$ cat src/rtl/ssr_pkg.sv
package ssr_pkg;

  typedef enum logic [2:0] {
    SSR_OFF      = 3'b000,
    SSR_IN_TMR   = 3'b001,
    SSR_IN_SYS   = 3'b010,
    SSR_IN_EXT   = 3'b011,
    SSR_OUT_FREE = 3'b100,
    SSR_OUT_TMR  = 3'b101,
    SSR_OUT_SYS  = 3'b110,
    SSR_OUT_EXT  = 3'b111
  } ssr_mode_e;

  typedef enum logic [1:0] {
    SRC_NONE,
    SRC_TMR,
    SRC_SYS,
    SRC_EXT
  } ssr_src_e;

  // Clock source encoded in the low mode bits; 000 alone has none.
  function automatic ssr_src_e mode_src(input logic [2:0] m);
    case (m[1:0])
      2'b00:   return m[2] ? SRC_TMR : SRC_NONE;
      2'b01:   return SRC_TMR;
      2'b10:   return SRC_SYS;
      default: return SRC_EXT;
    endcase
  endfunction

  function automatic logic mode_is_tx(input logic [2:0] m);
    return m[2];
  endfunction

  function automatic logic mode_is_free(input logic [2:0] m);
    return m == SSR_OUT_FREE;
  endfunction

endpackage

$ cat src/rtl/ssr_clk_gen.sv
module ssr_clk_gen
  import ssr_pkg::*;
#(
  parameter int SYNC_STAGES = 2
) (
  input  logic     clk,
  input  logic     rst_n,
  input  ssr_src_e src,
  input  logic     active,
  input  logic     restart,
  input  logic     timer_tick,
  input  logic     sclk_in,
  output logic     shift_evt,
  output logic     sclk_out
);

  logic [SYNC_STAGES-1:0] sync_q;
  logic                   ext_prev;
  logic                   sclk_q;
  logic                   int_src;
  logic                   int_tick;
  logic                   ext_rise;

  // Synchronizer chain for the far-end clock.
  always_ff @(posedge clk or negedge rst_n) begin
    if (!rst_n) begin
      sync_q   <= '0;
      ext_prev <= 1'b0;
    end else begin
      sync_q   <= {sync_q[SYNC_STAGES-2:0], sclk_in};
      ext_prev <= sync_q[SYNC_STAGES-1];
    end
  end

  assign int_src  = (src == SRC_TMR) || (src == SRC_SYS);
  assign int_tick = (src == SRC_SYS) || ((src == SRC_TMR) && timer_tick);
  assign ext_rise = sync_q[SYNC_STAGES-1] && !ext_prev;

  // A rising edge of the generated clock is a tick taken while it is low.
  assign shift_evt = active && !restart &&
                     ((int_src && int_tick && !sclk_q) ||
                      ((src == SRC_EXT) && ext_rise));

  always_ff @(posedge clk or negedge rst_n) begin
    if (!rst_n)                              sclk_q <= 1'b1;
    else if (restart || !active || !int_src) sclk_q <= 1'b1;
    else if (int_tick)                       sclk_q <= !sclk_q;
  end

  assign sclk_out = sclk_q;

endmodule

$ cat src/rtl/ssr_bit_ctr.sv
module ssr_bit_ctr #(
  parameter int BITS = 8
) (
  input  logic clk,
  input  logic rst_n,
  input  logic restart,
  input  logic evt,
  output logic last_evt
);

  localparam int CW = (BITS > 1) ? $clog2(BITS) : 1;

  logic [CW-1:0] cnt;

  assign last_evt = evt && (cnt == CW'(BITS - 1));

  always_ff @(posedge clk or negedge rst_n) begin
    if (!rst_n)       cnt <= '0;
    else if (restart) cnt <= '0;
    else if (evt)     cnt <= last_evt ? '0 : cnt + 1'b1;
  end

endmodule

$ cat src/rtl/ssr_shifter.sv
module ssr_shifter #(
  parameter int W = 8
) (
  input  logic         clk,
  input  logic         rst_n,
  input  logic         load,
  input  logic [W-1:0] load_val,
  input  logic         evt,
  input  logic         dir_tx,
  input  logic         ser_in,
  output logic [W-1:0] q
);

  logic fill;

  // Transmit rotates; receive takes the line into the LSB.
  assign fill = dir_tx ? q[W-1] : ser_in;

  always_ff @(posedge clk or negedge rst_n) begin
    if (!rst_n)    q <= '0;
    else if (load) q <= load_val;
    else if (evt)  q <= {q[W-2:0], fill};
  end

endmodule

$ cat src/rtl/ssr_serial_shift.sv
module ssr_serial_shift
  import ssr_pkg::*;
#(
  parameter int WIDTH       = 8,
  parameter int SYNC_STAGES = 2
) (
  input  logic             clk,
  input  logic             rst_n,
  input  logic [2:0]       mode,
  input  logic             timer_tick,
  input  logic             wr_en,
  input  logic             rd_en,
  input  logic [WIDTH-1:0] wr_data,
  output logic [WIDTH-1:0] rd_data,
  output logic             done,
  input  logic             sclk_in,
  output logic             sclk_out,
  output logic             sclk_oe,
  input  logic             sdata_in,
  output logic             sdata_out,
  output logic             sdata_oe
);

  ssr_src_e         src;
  logic             access;
  logic             active;
  logic             shift_evt;
  logic             last_evt;
  logic             free_run;
  logic [WIDTH-1:0] sr_q;

  assign src      = mode_src(mode);
  assign access   = wr_en || rd_en;
  assign free_run = mode_is_free(mode);

  ssr_clk_gen #(.SYNC_STAGES(SYNC_STAGES)) u_clk (
    .clk       (clk),
    .rst_n     (rst_n),
    .src       (src),
    .active    (active),
    .restart   (access),
    .timer_tick(timer_tick),
    .sclk_in   (sclk_in),
    .shift_evt (shift_evt),
    .sclk_out  (sclk_out)
  );

  ssr_bit_ctr #(.BITS(WIDTH)) u_ctr (
    .clk     (clk),
    .rst_n   (rst_n),
    .restart (access),
    .evt     (shift_evt),
    .last_evt(last_evt)
  );

  ssr_shifter #(.W(WIDTH)) u_sr (
    .clk     (clk),
    .rst_n   (rst_n),
    .load    (wr_en),
    .load_val(wr_data),
    .evt     (shift_evt),
    .dir_tx  (mode_is_tx(mode)),
    .ser_in  (sdata_in),
    .q       (sr_q)
  );

  always_ff @(posedge clk or negedge rst_n) begin
    if (!rst_n)                         active <= 1'b0;
    else if (src == SRC_NONE)           active <= 1'b0;
    else if (access)                    active <= 1'b1;
    else if (last_evt && !free_run)     active <= 1'b0;
  end

  always_ff @(posedge clk or negedge rst_n) begin
    if (!rst_n)                         done <= 1'b0;
    else if (access)                    done <= 1'b0;
    else if (last_evt && !free_run)     done <= 1'b1;
  end

  assign rd_data   = sr_q;
  assign sdata_out = sr_q[WIDTH-1];
  assign sdata_oe  = mode_is_tx(mode);
  assign sclk_oe   = (src == SRC_TMR) || (src == SRC_SYS);

endmodule

$ cat config.mk
export PLATFORM = sky130hd
export DESIGN_NAME = ssr_serial_shift
export DESIGN_NICKNAME = d
export VERILOG_FILES = /design/src/rtl/ssr_pkg.sv /design/src/rtl/ssr_clk_gen.sv /design/src/rtl/ssr_bit_ctr.sv /design/src/rtl/ssr_shifter.sv /design/src/rtl/ssr_serial_shift.sv
export SDC_FILE = /design/constraint.sdc
export NUM_CORES = 1
export LEC_CHECK = 0
export BUFFER_PORTS_ARGS = -buffer_cell sky130_fd_sc_hd__buf_2
export CAP_MARGIN = 0
export CORE_UTILIZATION = 49
export CTS_CLUSTER_SIZE = 30
export DETAILED_ROUTE_END_ITERATION = 12
export PLACE_DENSITY = 0.91
export SYNTH_ARGS = -nofsm -noshare
export SYNTH_HDL_FRONTEND = slang
export SYNTH_SLANG_ARGS = --single-unit
$ cat constraint.sdc
create_clock -name clk -period 3.7 [get_ports clk]
set_input_delay 0.74 -clock clk [delete_from_list [all_inputs] [get_ports clk]]
set_output_delay 0.74 -clock clk [all_outputs]
set_load 0.05 [all_outputs]
==> out/results.txt <==
Syn. warnings: 0
hpwl dp: 1.38 mm
Starting DRT DRC Count: 28
layout net count: 130
R2R Path Start: u_clk.ext_prev
Comb pwr share: 0.248
Min Clock Period, post-route: 2.21 ns
flop-to-flop setup slack: 2.19 ns
power share of the clock group: 0.239
total wire length: 1.82 mm
Simple-Gate Fraction of Synth Area: 0.165
Hold Crit Class: in2async
initial antenna violation count: 0
clk sinks: 17
Tcrit/Tclk final: 0.598
reg2reg path depth: 4
worst r2r dst: u_sr.q[0]
Layout Area Growth over Synthesis: 18.1%
Synth Area in XOR/XNOR: 0.0102
PnR Total Power: 0.405 mW
Post-Syn Instances: 82
Worst setup startpoint: mode[1]
gr usage total: 0.212
share of cells above drive strength 1: 0.367
post-CTS sizing: 0
Post-CTS Setup Bufs: 0
MaxCap Viol Count: 0
effective utilization at floorplan: 0.543
WP data required: 2.96 ns
Power Density: 401 mW/mm2
clk_skew: 0.000474 ns
per-cell routed wire length: 14.6 um
Hold Vio Cnt, Final: 0
status: finished with violations
clock latency on the worst-skew pair: 0.29 ns
commonest non-fill, non-tap cell in the layout: buf_2
post-route ant nets: 0
critical path class: in2out
commonest non-fill, non-tap cells in the layout: 30 x buf_2, 16 x dfrtp_1, 8 x nand2b_1, 7 x a32oi_1, 7 x o21ai_1
failing checks: DRC
number of global-route vias before repair: 676
Pint: 0.267 mW
Avg Vias per Cell: 6.13
maximum VDD drop: 0.228 mV
Static Leak: 0.461 nW
DR vias: 766
Avg Synthesized Cell Area: 10.4 um2
Slew HR: 0.491
fmax: 0.452 GHz
Cell Area, Synth: 856 um2
Fin Setup TNS: 0 ns
flops & latches, synth: 17
WP data arrival: 1.47 ns
IO buf count: 30
unrepaired setup endpoints after global routing: no
Final Max Slew Viols: 0
TritonCTS Buffers: 3
Net Sw Power: 0.138 mW
Core Area: 0.00158 mm2
switching share of power: 0.341
DIE HEIGHT: 43.8 um
DRC: 1
Overflow after GRT: 0
mux cell area share after synthesis: 0
row count: 14
Inserted Diodes: 0
Reg clk slew, reported paths: 0.09 ns
critical path fanouts, max: 8
clock tree buffer depth: 2
crit end category: primary output
Synth Area in Compound Gates: 0.240
CTS root buf: clkbuf_4
Flop pwr share: 0.513
adder-cell share of the synthesized area: 0.0292
first-pass GRT wire length: 2.99 mm
Final setup viols: 0
Net Count, Synth: 102
Die Width: 43.8 um
Worst-Margin Slew: 0.760 ns
CP Launch Type: input port
register area share after synthesis: 0.499
Unique masters post-synth: 28
CTS tree: yes
Final GP Congestion: 0.761
largest net degree at the start of global routing: 19
drt first pass iters: 9
Ports: 31
H-tree depth: 1
Die ar.: 0.00192 mm2
hold bufs inserted after CTS: 0
largest family of logic cells by synthesized area: compound AO/OA/AOI/OAI gates
-- critical path, stage by stage --
cell	delay, ns
buf_2	0.17
nor3_1	0.09
a21oi_1	0.17
buf_2	0.29
-- final cells by class --
| cell class | count | area (um2) |
|---|---|---|
| timing repair buffer | 30 | 150 |
| inverter | 2 | 7.51 |
| multi-input combinational | 56 | 380 |
| clock buffer | 4 | 26.3 |
| sequential | 17 | 427 |
| tap | 16 | 20.0 |
| fill | 118 | 566 |
-- sequential cells by signal, indices dropped and copies added, names as in the netlist --
signal / count
u_ctr.cnt: 3
u_clk.sclk_out: 1
u_clk.sync_q: 2
u_sr.q: 8
active: 1
done: 1
u_clk.ext_prev: 1
-- worst max-delay path by stage --
stage	endpoint	slack [ns]	cells after the start
after CTS	sclk_oe	1.49	4
after global placement	sclk_oe	1.52	4
final	sclk_oe	1.49	4
after detailed placement	active	1.49	5
after floorplan	sclk_oe	1.23	3
after global routing	sclk_oe	1.42	4
-- cell usage after synthesis --
cell | count | share of area
dfrtp_1 | 16 | 0.47
nand2b_1 | 8 | 0.058
a32oi_1 | 7 | 0.072
o21ai_1 | 7 | 0.041
nand2_1 | 6 | 0.026
a21oi_1 | 5 | 0.029
buf_4 | 4 | 0.035
clkbuf_1 | 3 | 0.013
nor2_1 | 3 | 0.013
a21oi_2 | 2 | 0.020
ha_1 | 2 | 0.029
inv_1 | 2 | 0.0088
o21a_1 | 2 | 0.018
and4b_4 | 1 | 0.016
dfstp_2 | 1 | 0.031
nand3b_1 | 1 | 0.0088
nand4_1 | 1 | 0.0073
nor2_2 | 1 | 0.0073
nor3_1 | 1 | 0.0058
nor4_1 | 1 | 0.0073
o2111ai_1 | 1 | 0.010
o221a_1 | 1 | 0.013
o221ai_2 | 1 | 0.018
o311ai_1 | 1 | 0.010
o31ai_1 | 1 | 0.0088
or2_2 | 1 | 0.0073
or3_1 | 1 | 0.0073
xor2_1 | 1 | 0.010
-- logic make-up after synthesis --
group / count (synthesis)
AOI/OAI and AO/OA: 28
and+or+nand+nor: 25
DFF: 17
buffers and inverters: 9
adders and majority gates: 2
xor gates and xnor gates: 1
-- power by group through the flow --
stage | Combinational, mW | Clock [mW] | Sequential, mW
3_3_place_gp | 0.0989 | 0 | 0.211
4_1_cts | 0.101 | 0.0972 | 0.208
2_1_floorplan | 0.0401 | 0 | 0.243
3_5_place_dp | 0.100 | 0 | 0.212
5_1_grt | 0.107 | 0.105 | 0.210
6_report | 0.100 | 0.0969 | 0.208
-- routing by layer --
| layer | GRT usage | vias up | wire (um) |
|---|---|---|---|
| met4 | 0.113 | 0 | 32 |
| li1 | - | 356 | - |
| met1 | 0.261 | 380 | 821 |
| met5 | 0 | - | 0 |
| met3 | 0.0500 | 5 | 83 |
| met2 | 0.343 | 25 | 885 |
-- per-stage QoR --
| step | instance area (um2) | hold slack, ns | setup WS [ns] | instances | util |
|---|---|---|---|---|---|
| final | 1010 | 0.351 | 1.49 | 125 | 0.641 |
| after global routing | 1010 | 0.381 | 1.42 | 125 | 0.641 |
| after global placement | 985 | 0.333 | 1.52 | 121 | 0.625 |
| after CTS | 1010 | 0.363 | 1.49 | 125 | 0.641 |
| after detailed placement | 985 | 0.352 | 1.49 | 121 | 0.625 |
| after floorplan | 856 | 0.331 | 1.23 | 82 | - |
Note: power is estimated with default switching activity, not from simulation.
